[config.mk]
export PLATFORM = sky130hd
export DESIGN_NAME = dual_adc_serial_port
export DESIGN_NICKNAME = d
export VERILOG_FILES = /design/src/rtl/dual_adc_port_pkg.sv /design/src/rtl/dual_adc_port_ctrl.sv /design/src/rtl/dual_adc_port_dp.sv /design/src/rtl/dual_adc_serial_port.sv
export SDC_FILE = /design/constraint.sdc
export NUM_CORES = 1
export LEC_CHECK = 0
export CAP_MARGIN = 10
export CORE_UTILIZATION = 50
export CTS_BUF_LIST = sky130_fd_sc_hd__clkbuf_4 sky130_fd_sc_hd__clkbuf_8
export DETAILED_ROUTE_END_ITERATION = 6
export DONT_BUFFER_PORTS = 1
export PLACE_DENSITY = 0.77
export SYNTH_ARGS = -nofsm -noshare
export SYNTH_HDL_FRONTEND = slang
export SYNTH_SLANG_ARGS = --single-unit
[constraint.sdc]
create_clock -name clk -period 3.1 [get_ports clk]
set_input_delay 0.62 -clock clk [delete_from_list [all_inputs] [get_ports clk]]
set_output_delay 0.62 -clock clk [all_outputs]
set_load 0.02 [all_outputs]
[src/rtl/dual_adc_port_pkg.sv]
package dual_adc_port_pkg;
  localparam int SAMPLE_W    = 12;
  localparam int NULL_BITS   = 4;
  localparam int NUM_CH      = 2;
  localparam int WORD_CYCLES = SAMPLE_W + NULL_BITS;
  localparam int CNT_W       = $clog2(2 * WORD_CYCLES);
  localparam int POS_W       = $clog2(WORD_CYCLES);

  typedef struct packed {
    logic             tick;
    logic             capture;
    logic             clear;
    logic             isNull;
    logic             wordSel;
    logic             dualMode;
    logic [POS_W-1:0] bitPos;
  } strobe_t;
endpackage

[src/rtl/dual_adc_port_ctrl.sv]
module dual_adc_port_ctrl
  import dual_adc_port_pkg::*;
(
  input  logic    clk,
  input  logic    rst_n,
  input  logic    csN,
  input  logic    sclk,
  input  logic    modeDual,
  output strobe_t st,
  output logic    enA,
  output logic    enB
);
  logic csPrev;
  logic sclkPrev;
  logic dualQ;
  logic [CNT_W-1:0] cnt;

  logic csFall;
  logic sclkFall;
  logic tick;
  logic curDual;
  logic [CNT_W-1:0] cntEff;
  logic [CNT_W-1:0] wordPos;
  logic [CNT_W-1:0] lastIdx;
  logic nullPos;

  always_comb begin
    csFall   = csPrev & ~csN;
    sclkFall = sclkPrev & ~sclk;
    tick     = (csFall & ~sclk) | (~csN & ~csFall & sclkFall);
    curDual  = csFall ? modeDual : dualQ;
    cntEff   = csFall ? '0 : cnt;
    wordPos  = (cntEff >= CNT_W'(WORD_CYCLES)) ? cntEff - CNT_W'(WORD_CYCLES) : cntEff;
    lastIdx  = curDual ? CNT_W'(WORD_CYCLES - 1) : CNT_W'(2 * WORD_CYCLES - 1);
    nullPos  = wordPos < CNT_W'(NULL_BITS);

    st.tick     = tick;
    st.capture  = tick & (cntEff == CNT_W'(NULL_BITS - 1));
    st.clear    = csN;
    st.isNull   = nullPos;
    st.wordSel  = cntEff >= CNT_W'(WORD_CYCLES);
    st.dualMode = curDual;
    st.bitPos   = nullPos ? '0 : POS_W'(WORD_CYCLES - 1) - POS_W'(wordPos);
  end

  always_ff @(posedge clk) begin
    if (!rst_n) begin
      csPrev   <= 1'b1;
      sclkPrev <= 1'b0;
      dualQ    <= 1'b1;
      cnt      <= '0;
      enA      <= 1'b0;
      enB      <= 1'b0;
    end else begin
      csPrev   <= csN;
      sclkPrev <= sclk;
      if (csFall) dualQ <= modeDual;
      if (csN) begin
        cnt <= '0;
      end else if (tick) begin
        cnt <= (cntEff == lastIdx) ? '0 : cntEff + 1'b1;
      end
      enA <= ~csN;
      enB <= ~csN & curDual;
    end
  end

  // in dual-line mode the count wraps within one 16-edge word
  assert_dual_wrap_R8: assert property (@(posedge clk) disable iff (!rst_n)
    (dualQ && !csN) |-> (cnt < CNT_W'(WORD_CYCLES)));

  // the hold point is a counted edge inside the null field
  assert_capture_null_R5: assert property (@(posedge clk) disable iff (!rst_n)
    st.capture |-> (st.isNull && st.tick));

  // chip select high returns the edge count to the start
  assert_restart_R9: assert property (@(posedge clk) disable iff (!rst_n)
    csN |=> (cnt == '0));

  // mode stays fixed while the frame continues
  assert_mode_hold_R10: assert property (@(posedge clk) disable iff (!rst_n)
    (!csN && !csFall) |=> $stable(dualQ));
endmodule

[src/rtl/dual_adc_port_dp.sv]
module dual_adc_port_dp
  import dual_adc_port_pkg::*;
(
  input  logic    clk,
  input  logic    rst_n,
  input  strobe_t st,
  input  logic [NUM_CH-1:0][SAMPLE_W-1:0] samples,
  output logic    dataA,
  output logic    dataB
);
  logic [SAMPLE_W-1:0] holdQ [NUM_CH];
  logic nextA;
  logic nextB;

  for (genvar ch = 0; ch < NUM_CH; ch++) begin : g_hold
    always_ff @(posedge clk) begin
      if (!rst_n) holdQ[ch] <= '0;
      else if (st.capture) holdQ[ch] <= samples[ch];
    end
  end

  always_comb begin
    if (st.isNull) nextA = 1'b0;
    else if (st.dualMode || !st.wordSel) nextA = holdQ[0][st.bitPos];
    else nextA = holdQ[1][st.bitPos];
    nextB = (!st.isNull && st.dualMode) ? holdQ[1][st.bitPos] : 1'b0;
  end

  always_ff @(posedge clk) begin
    if (!rst_n || st.clear) begin
      dataA <= 1'b0;
      dataB <= 1'b0;
    end else if (st.tick) begin
      dataA <= nextA;
      dataB <= nextB;
    end
  end

  // a null edge drives zero on both lines
  assert_null_zero_R3: assert property (@(posedge clk) disable iff (!rst_n)
    (st.tick && st.isNull && !st.clear) |=> (!dataA && !dataB));

  // single-line mode leaves line B at zero
  assert_lineb_quiet_R7: assert property (@(posedge clk) disable iff (!rst_n)
    (st.tick && !st.dualMode) |=> !dataB);
endmodule

[src/rtl/dual_adc_serial_port.sv]
module dual_adc_serial_port
  import dual_adc_port_pkg::*;
(
  input  logic                clk,
  input  logic                rst_n,
  input  logic                csN,
  input  logic                sclk,
  input  logic                modeDual,
  input  logic [SAMPLE_W-1:0] sampleA,
  input  logic [SAMPLE_W-1:0] sampleB,
  output logic                dataA,
  output logic                dataB,
  output logic                enA,
  output logic                enB
);
  strobe_t st;
  logic [NUM_CH-1:0][SAMPLE_W-1:0] samples;

  assign samples = {sampleB, sampleA};

  dual_adc_port_ctrl u_ctrl (
    .clk(clk), .rst_n(rst_n), .csN(csN), .sclk(sclk), .modeDual(modeDual),
    .st(st), .enA(enA), .enB(enB)
  );

  dual_adc_port_dp u_dp (
    .clk(clk), .rst_n(rst_n), .st(st), .samples(samples),
    .dataA(dataA), .dataB(dataB)
  );

  // a high chip select switches both lines off on the next clock
  assert_off_when_high_R1: assert property (@(posedge clk) disable iff (!rst_n)
    csN |=> (!enA && !enB && !dataA && !dataB));

  // line B is never enabled without line A
  assert_enb_implies_ena_R7: assert property (@(posedge clk) disable iff (!rst_n)
    enB |-> enA);
endmodule

Word level (Yosys, flattened, before mapping)

Memories as Yosys holds them, arrays and structs flattened.
Cells that the tools add are included.

Input port bits: 29
Memory bits (writable): 24
Register bits: 12
Memories kept: 1
Memory bits (read-only): 0
Bits in latches: 0

Divide/modulo/power cells: 0
Add/sub/neg operators: 3
Multiply operators: 0
Equal/unequal tests: 2
Bitwise logic cells: 14
Reductions and logical operators: 7
$lt $le $gt $ge: 3
Mux-type cells: 19
Shift operators: 0

Memories:

| name       | words | width | rd ports | clocked after memory_dff | wr ports | RTL line               | RTL |
|---|---|---|---|---|---|---|---|
| u_dp.holdQ | 2     | 12    | 2        | 0                        | 2        | dual_adc_port_dp.sv:11 | `logic [SAMPLE_W-1:0] holdQ [NUM_CH];` |

Operators by type and width:

| operator            | count |
|---|---|
| $mux 12             | 2 |
| $mux 5              | 4 |
| $mux 1              | 10 |
| $bmux 1 s4          | 2 |
| $and 1x1->1         | 7 |
| $add 5x1->5 const B | 1 |
| $eq 5x2->1 const B  | 1 |
| $eq 5x5->1          | 1 |
| $ge 5x5->1 const B  | 1 |
| $lt 4x5->1 const B  | 1 |
| $lt 5x3->1 const B  | 1 |
| $sub 5x5->5 const B | 1 |
| $mux 4              | 1 |
| $not 1->1           | 4 |
| $sub 4x4->4 const A | 1 |
| $logic_not 1->1     | 3 |
| $or 1x1->1          | 3 |
| $logic_or 1x1->1    | 2 |
| $reduce_or 2->1     | 1 |
| $logic_and 1x1->1   | 1 |

Logic depth before layout (Yosys ltp)

Gate-level depths: netlist of the first run.

Depth after elaboration: 11
Gate-level depth with buffers: 9

By module

Synthesis of the first run repeated with hierarchy kept, for this count alone.

Cell total of the unflattened synthesis: 150
Area, all modules: 1742.9 µm²

Modules (own cells, without submodules):

| module             | times used | area an instance (µm²) | cells each |
|---|---|---|---|
| dual_adc_port_dp   | 1          | 1221.2                 | 87 |
| dual_adc_port_ctrl | 1          | 521.8                  | 63 |

Worst setup path before layout of the first run

OpenSTA, ideal clock, no wires.

Path kind: input to register
Start point: input csN
End point: memory u_dp.holdQ[0][0] (enable)
Path buffers: 0
Data arrival time: 1833 ps
Required time: 2719 ps
Stages on the path: 6
Slack: 886 ps
Cells stage by stage: nand2b_1 -> nand2_1 -> inv_1 -> ha_1 -> nand3_1 -> nand2_1

RTL lines:

| what               | RTL line                  | RTL |
|---|---|---|
| start: declaration | dual_adc_serial_port.sv:6 | `input logic csN,` |
| end: declaration   | dual_adc_port_dp.sv:11    |  |

Worst setup path after layout of the first run

Start point: register u_ctrl.cnt[0]
End point: register u_dp.dataA

Cells in the longest elaborated chain, start to end: 9

Ends and longest elaborated chain:

| what                                             | RTL line                                           | RTL |
|---|---|---|
| start: declaration                               | dual_adc_port_ctrl.sv:16                           | `logic [CNT_W-1:0] cnt;` |
| start signal: assignment                         | dual_adc_port_ctrl.sv:61                           | `cnt <= (cntEff == lastIdx) ? '0 : cntEff + 1'b1;` |
| $mux 5 *                                         | dual_adc_port_ctrl.sv:32                           | `cntEff = csFall ? '0 : cnt;` |
| $sub 5x5->5 / $ge 5x5->1 (equally long branches) | dual_adc_port_ctrl.sv:33, dual_adc_port_ctrl.sv:41 |  |
| $mux 5                                           | dual_adc_port_ctrl.sv:33                           | `wordPos = (cntEff >= CNT_W'(WORD_CYCLES)) ? cntEff - CNT_W'(WORD_CYCLES) : cntEff;` |
| $sub 4x4->4 / $lt 5x3->1 (equally long branches) | dual_adc_port_ctrl.sv:43, dual_adc_port_ctrl.sv:35 |  |
| $mux 4                                           | dual_adc_port_ctrl.sv:43                           | `st.bitPos = nullPos ? '0 : POS_W'(WORD_CYCLES - 1) - POS_W'(wordPos);` |
| $bmux 1 s4 (on tied branches)                    | dual_adc_port_dp.sv:25, dual_adc_port_dp.sv:24     |  |
| $mux 1 (on tied branches)                        | dual_adc_port_dp.sv:25, dual_adc_port_dp.sv:24     |  |
| $mux 1                                           | dual_adc_port_dp.sv:24                             | `else if (st.dualMode \|\| !st.wordSel) nextA = holdQ[0][st.bitPos];` |
| $mux 1 *                                         | dual_adc_port_dp.sv:23                             | `if (st.isNull) nextA = 1'b0;` |
| end signal: assignment                           | dual_adc_port_dp.sv:34                             | `dataA <= nextA;` |
| end: declaration                                 | dual_adc_port_dp.sv:8                              | `output logic dataA,` |

Mark *: on every way between the ends. The rest lies on a longest branch, timed or not. The select of a mux whose other input is x is not followed.
A chain may end at the register's enable or synchronous reset.

==> results of run 1 <==
cell type report:
| cell class | count | area (µm²) |
|---|---|---|
| Fill cell | 322 | 1510 |
| Clock inverter | 3 | 13.8 |
| Inverter | 7 | 26.3 |
| Timing Repair Buffer | 2 | 15.0 |
| Tap cell | 46 | 57.6 |
| Sequential cell | 36 | 961 |
| Clock buffer | 5 | 37.5 |
| Multi-Input combinational cell | 119 | 741 |
cell families after synthesis:
group                    count (synthesis)  share of synthesized area, %
buffers and inverters                   14                          4.43
flip-flops                              36                          54.0
adder cells (fa/ha/maj)                  2                          1.41
AO/OA/AOI/OAI                           38                          13.9
multiplexers                             4                          2.32
AND/OR/NAND/NOR                         75                          24.0
through the flow:
step | instances | cell area (µm²)
after floorplan | 169 | 1780
after global placement | 210 | 1800
after detailed placement | 210 | 1800
after CTS | 218 | 1850
after global routing | 218 | 1850
final | 218 | 1850
state kept, by name (all words and copies together), names as in the netlist:
register and flops:
u_ctrl.sclkPrev 1, u_dp.dataA 1, u_ctrl.dualQ 1, u_ctrl.cnt 5
u_dp.dataB 1, u_ctrl.enB 1, u_ctrl.csPrev 1, u_ctrl.enA 1
u_dp.holdQ 24
layout by cell type (no fill, tap or decap), drive strengths merged, types with 2 or more instances in the layout:
master / netlist / layout
clkinv: 1 / 4
o2111ai: 2 / 2
a21oi: 9 / 9
inv: 6 / 6
dfxtp: 12 / 12
and2: 27 / 27
nor2: 17 / 17
a211oi: 2 / 2
ha: 2 / 2
o21ai: 11 / 11
nand2b: 2 / 2
edfxtp: 24 / 24
mux2i: 3 / 3
nor3: 5 / 5
nand2: 13 / 13
nor4: 2 / 2
nand3: 2 / 2
a22oi: 2 / 2
buf: 5 / 2
clkbuf: 2 / 5
o31a: 2 / 2
Yosys cell counts (2+ instances only):
master	number	area share, %
edfxtp_1	24	40
buf_6	2	1.3
mux2i_1	3	1.7
nand2b_1	2	0.70
a22oi_1	2	0.84
nor2_1	16	3.4
dfxtp_1	12	13
nand2_1	13	2.7
a21oi_1	9	2.5
ha_1	2	1.4
o2111ai_1	2	0.98
buf_4	3	1.3
and2_1	27	9.5
o31a_1	2	0.98
inv_1	6	1.3
nor3_1	5	1.4
o21ai_1	2	0.56
a211oi_1	2	0.84
nand3_1	2	0.56
o21ai_0	9	2.5
clkbuf_1	2	0.42
report_power, final:
| part | leakage, nW | switching, mW | internal, mW |
|---|---|---|---|
| Clock | 0.0324 | 0.153 | 0.0831 |
| Combinational | 0.280 | 0.0244 | 0.0115 |
| Sequential | 0.348 | 0.0109 | 0.524 |
routing by layer:
layer,vias to the layer above,GRT usage [%],share of wire (%)
met5,-,0,0
li1,614,-,-
met3,9,6.72,5.5
met2,53,32.3,49
met4,0,12.4,2.2
met1,628,26.0,43
worst paths after layout:
| kind | endpoint | cells past startpoint | from | slack (ns) |
|---|---|---|---|---|
| max | u_dp.dataA | 6 | u_ctrl.cnt[0] | 0.81 |
| min | u_ctrl.dualQ | 1 | rst_n | 0.33 |
| max reg2reg | u_dp.dataA | 6 | u_ctrl.cnt[0] | 0.81 |
| min reg2reg | u_ctrl.dualQ | 2 | u_ctrl.dualQ | 0.51 |
==> results.md, run 1 <==
* Status: finished, final reports clean
* DR pass1 iterations at 4
* Critical-path top delay cell: dfxtp_1
* Max_cap viols at 0
* TNS Setup at 0 ns
* CP arrival at roughly 2.5 ns
* Critical path class: reg -> reg
* Largest net degree at the start of global routing at 25
* Top Family by Delay on Critical Path: compound AO/OA/AOI/OAI gates
* Final WS setup at 0.814 ns
* Final hold vios at 0
* Peak supply drop at 0.000243 V
* Clock sinks at 36
* Root Buffer: clkbuf_4
* Count of input and output buffers at 0
* Clk pin slew, worst setup/hold paths at 0.11 ns
* Placer Congestion at 0.872
* Wirelength per Cell at 16.3 µm
* Initial Util at 52.9%
* Routed wire length at between 3000 and 4000 µm
* Max-slew violation count at 0
* Die width at 61.7 µm
* Setup crit start kind: register
* Part of the Yosys area used for sequential elements at 54.0%
* Vias after detailed routing at approximately 1.3k
* Post-route ant nets at 0
* Die height at 61.7 µm
* Synth warn at 0
* Antenna violations before repair at 0
* GRT Util Overall at between 20% and 30%
* Initial DRC count at 124
* Synth async-reset ratio at 0%
* Buf/Inv on CP at 1
* #FFs+latches synth at 36
* RSZ-0062 raised after global routing: no
* Clock Tree Buf Depth at 2
* Synth Area per Inst at 10.5 µm²
* Die footprint at ~0.0038 mm²
* Layout cells sized above 1 at 8.14%
* Synth Flop Type: edfxtp_1
* Cts bufs inserted at 5
* CTS tree: built
* Crit path required time at 3.34 ns
* Post-CTS Setup Inserts at 0
* Global-route wire length before repair at 5510 µm
* Mapped Nets at 200
* Clk_skew at about 0.007 ns
* Utilization after layout at 55.1%
* Final #Nets at a little over 200
* Max FO, Critical Path at 16
* Final Setup Violations at 0
* Post-CTS Resized at 0
* Syn Inst Count at 169
* H-tree level count at 2
* Leakage at 0.661 nW
* Remaining DRCs at 0
* Core Footprint at ~0.0034 mm²
* Worst-margin pin slew at 0.628 ns
* Worst-Skew Late Latency at 0.34 ns
* Antenna Cells at 0
* Pwr dens at 436 mW/mm²
* Mapped cell area at between 0.0015 and 0.002 mm²
* Gr ovfl total at 0
* CTS Hold Bufs at 0
* Place WS at around 0.84 ns
* Worst path cell trace: inv_1, o21ai_0, a32oi_1, a211oi_1, nor3_1, a311o_1
* Post-route clock period utilization at about 74%
* Total Power at 0.806 mW
* Area growth from synthesis to final layout at 4.01%
* Vias per cell at between 5 and 6
* Post-synth EDFFs at 24
* Fmax at roughly 440 MHz
* Vias in the first global route at 1,241
* HP Class: in -> reg
* Max-slew headroom at 58.1%
* Post-synth cell types at 43
* Row count at 21
* Post-layout min period at 2.29 ns
* IO Count at 33
* Worst path max stage delay at roughly 0.74 ns
* Hold slack at 0.330 ns
* Worst setup EP type: register
* Dpl hpwl at 2550 µm
(Power assumes the default switching activity.)
==> run 2: changes to the inputs <==
--- a/config.mk
+++ b/config.mk
@@ -5,12 +5,13 @@
 export SDC_FILE = /design/constraint.sdc
 export NUM_CORES = 1
 export LEC_CHECK = 0
+export ABC_AREA = 1
 export CAP_MARGIN = 10
 export CORE_UTILIZATION = 50
 export CTS_BUF_LIST = sky130_fd_sc_hd__clkbuf_4 sky130_fd_sc_hd__clkbuf_8
 export DETAILED_ROUTE_END_ITERATION = 6
 export DONT_BUFFER_PORTS = 1
-export PLACE_DENSITY = 0.77
+export PLACE_DENSITY = 0.8
 export SYNTH_ARGS = -nofsm -noshare
 export SYNTH_HDL_FRONTEND = slang
 export SYNTH_SLANG_ARGS = --single-unit
==> constraint.sdc (replaced) <==
create_clock -name clk -period 2.1 [get_ports clk]
set_input_delay 0.42 -clock clk [delete_from_list [all_inputs] [get_ports clk]]
set_output_delay 0.42 -clock clk [all_outputs]
set_load 0.02 [all_outputs]
==> results.md, run 2 <==
* Antenna violations before repair at 0
* Post-layout min period at ~1.8 ns
* Dpl hpwl at between 2000 and 2500 µm
* Remaining DRCs at 0
* Crit path required time at 2.25 ns
* Largest regs: u_dp.holdQ: 24 flops, u_ctrl.cnt: 5 flops
* Core Footprint at around 0.0035 mm²
* Cell area after layout at 0.00201 mm²
* Root Buffer: clkbuf_8
* Critical path class: reg -> reg
* Max_cap viols at 0
* Clk_skew at 0.00624 ns
* Fmax at around 570 MHz
* H-tree level count at 2
* Gr ovfl total at 0
* Placer Congestion at 0.862
* Area growth from synthesis to final layout at 6.70%
* Wirelength per Cell at 11.9 µm
* CTS Hold Bufs at 0
* Critical Path End: u_dp.holdQ[0][3]
* R2r worst-path depth at 8
* Routed wire length at 3050 µm
* Clk pin slew, worst setup/hold paths at 0.07 ns
* Post-synth EDFFs at 24
* Antenna Cells at 0
* Worst-Skew Late Latency at 0.29 ns
* Post-CTS Resized at 0
* Post-route ant nets at 0
* Clock Tree Buf Depth at 2
* Max-slew headroom at roughly two thirds
* Vias in the first global route at 1,177
* Pwr dens at 680 mW/mm²
* Row count at 21
* TNS Setup at 0 ns
* Crit path launch: u_ctrl.csPrev
* Post-CTS Setup Inserts at 0
* Post-synth top area cell: edfxtp_1
* Syn Inst Count at 206
* Vias after detailed routing at 1,261
* Worst setup EP type: register
* Placed cell area at 0.00193 mm²
* Die footprint at 0.00402 mm²
* Hold Startpoint: rst_n
* Post-route clock period utilization at between 80 and 90%
* Final #Nets at around 240
* Synth cell count leaders: inv_1 (39), nand2_1 (32), edfxtp_1 (24)
* Most common cell in the netlist: inv_1
* Synth Area per Inst at 9.16 µm²
* Post-synth cell types at 29
* Clock sinks at 36
* GRT Util Overall at 17.1%
* Setup crit start kind: register
* CTS tree: built
* Count of input and output buffers at 0
* Crit Reg-Reg Startpoint: u_ctrl.csPrev
* Peak supply drop at 0.000509 V
* Hold slack at 0.196 ns
* Fillers at between 300 and 400
* Synth warn at 0
* Area share of the largest cell type after synthesis at a little under two fifths
* Synth Flop Type: edfxtp_1
* Max FO, Critical Path at 24
* Max reg flops at 24
* Die height at 63.4 µm
* Part of the Yosys area used for sequential elements at 50.9%
* Commonest non-fill, non-tap cell in the layout: inv_1
* Reg with most FFs: u_dp.holdQ
* Status: finished, final reports clean
* Global-route wire length before repair at between 5000 and 6000 µm
* DR pass1 iterations at 5
* Die width at 63.4 µm
* CP arrival at 1.91 ns
* Utilization after layout at 58.0%
* Largest net degree at the start of global routing at 25
* RSZ-0062 raised after global routing: no
* Leakage at a little under 0.9 nW
* Worst-margin pin slew at 0.475 ns
* Layout cells sized above 1 at about a fifth
* IO Count at 33
* Vias per cell at between 4 and 5
* Commonest non-fill, non-tap cells in the layout: inv_1 (39), nand2_1 (32), edfxtp_1 (24), nor2_1 (20), nand3_1 (17)
* R2R Path End: u_dp.holdQ[0][3]
* Mapped cell area at 0.00189 mm²
* R2R Setup Slk at about 0.34 ns
* Max-slew violation count at 0
* HP Class: in -> reg
* Final hold vios at 0
* Area contributors post-synth: edfxtp_1 (38%), dfxtp_1 (13%), inv_1 (7.8%), nand2_1 (6.4%), nor2_2 (5.3%)
* Mapped Nets at 237
* Initial DRC count at 90
* #FFs+latches synth at 36
* Synth async-reset ratio at 0%
* Cts bufs inserted at 5
* Final Setup Violations at 0
* Initial Util at a little over half
-- run 2: changes by cell type in the layout (fill, tap and decap cells not counted), sizes merged, moves of 3 or more --
cell	previous run	this run
nand2	13	35
nor2	17	42
nand3	2	17
o211ai	1	4
nor3	5	1
inv	6	41
and2	27	0
-- run 2: kinds of logic (layout without fill, tap and decap cells) --
kind of cell / count (synthesis) / after routing / share of synthesized area [%]
AOI/OAI and AO/OA: 21 / 21 / 7.96
xor gates and xnor gates: 2 / 2 / 0.929
adders and majority gates: 2 / 2 / 1.33
buffers and inverters: 47 / 52 / 11.5
DFF: 36 / 36 / 50.9
muxes: 1 / 1 / 0.531
and+or+nand+nor: 97 / 97 / 26.8
-- run 2: critical path, stage by stage, from the launching register on --
cell,delay [ns]
dfxtp_1,0.36
nand2_4,0.17
nand2_4,0.10
inv_2,0.11
ha_1,0.22
nand4_2,0.11
or2_1,0.26
buf_12,0.18
nor2_1,0.11
-- run 2: power breakdown --
| group | internal [mW] | total, mW | switching [mW] |
|---|---|---|---|
| Combinational | 0.0309 | 0.0980 | 0.0670 |
| Clock | 0.242 | 0.480 | 0.238 |
| Sequential | 0.776 | 0.790 | 0.0144 |
-- run 2: cell type report --
type / count / area [µm²] / share of cell area, %
sequential: 36 / 961 / 47.7
tap: 46 / 57.6 / 2.86
timing repair buffer: 2 / 40.0 / 1.99
inverter: 42 / 159 / 7.89
clock inverter: 2 / 11.3 / 0.559
multi-input combinational: 123 / 708 / 35.2
clock buffer: 6 / 76.3 / 3.79
-- run 2: worst min path at each step --
stage	endpoint	slack, ns	cells after the start
floorplan	u_ctrl.cnt[4]	0.44	2
global placement	u_ctrl.cnt[4]	0.47	2
detailed placement	u_ctrl.cnt[4]	0.47	2
CTS	u_ctrl.dualQ	0.19	1
global route	u_ctrl.dualQ	0.20	1
finish	u_ctrl.dualQ	0.20	1
-- run 2: per-layer routing --
metal / wire (µm) / up-vias / GRT usage, %
li1: - / 655 / -
met1: 1330 / 568 / 20.0
met2: 1520 / 30 / 27.9
met3: 131 / 8 / 4.89
met4: 75 / 0 / 9.38
met5: 0 / - / 0
-- run 2: metrics by stage --
stage	worst slack [ns]	power (mW)	std cells
3_3_place_gp	0.335	0.902	249
4_1_cts	0.332	1.38	257
5_1_grt	0.199	1.43	257
3_5_place_dp	0.256	0.904	249
6_report	0.336	1.37	257
2_1_floorplan	0.115	0.879	206
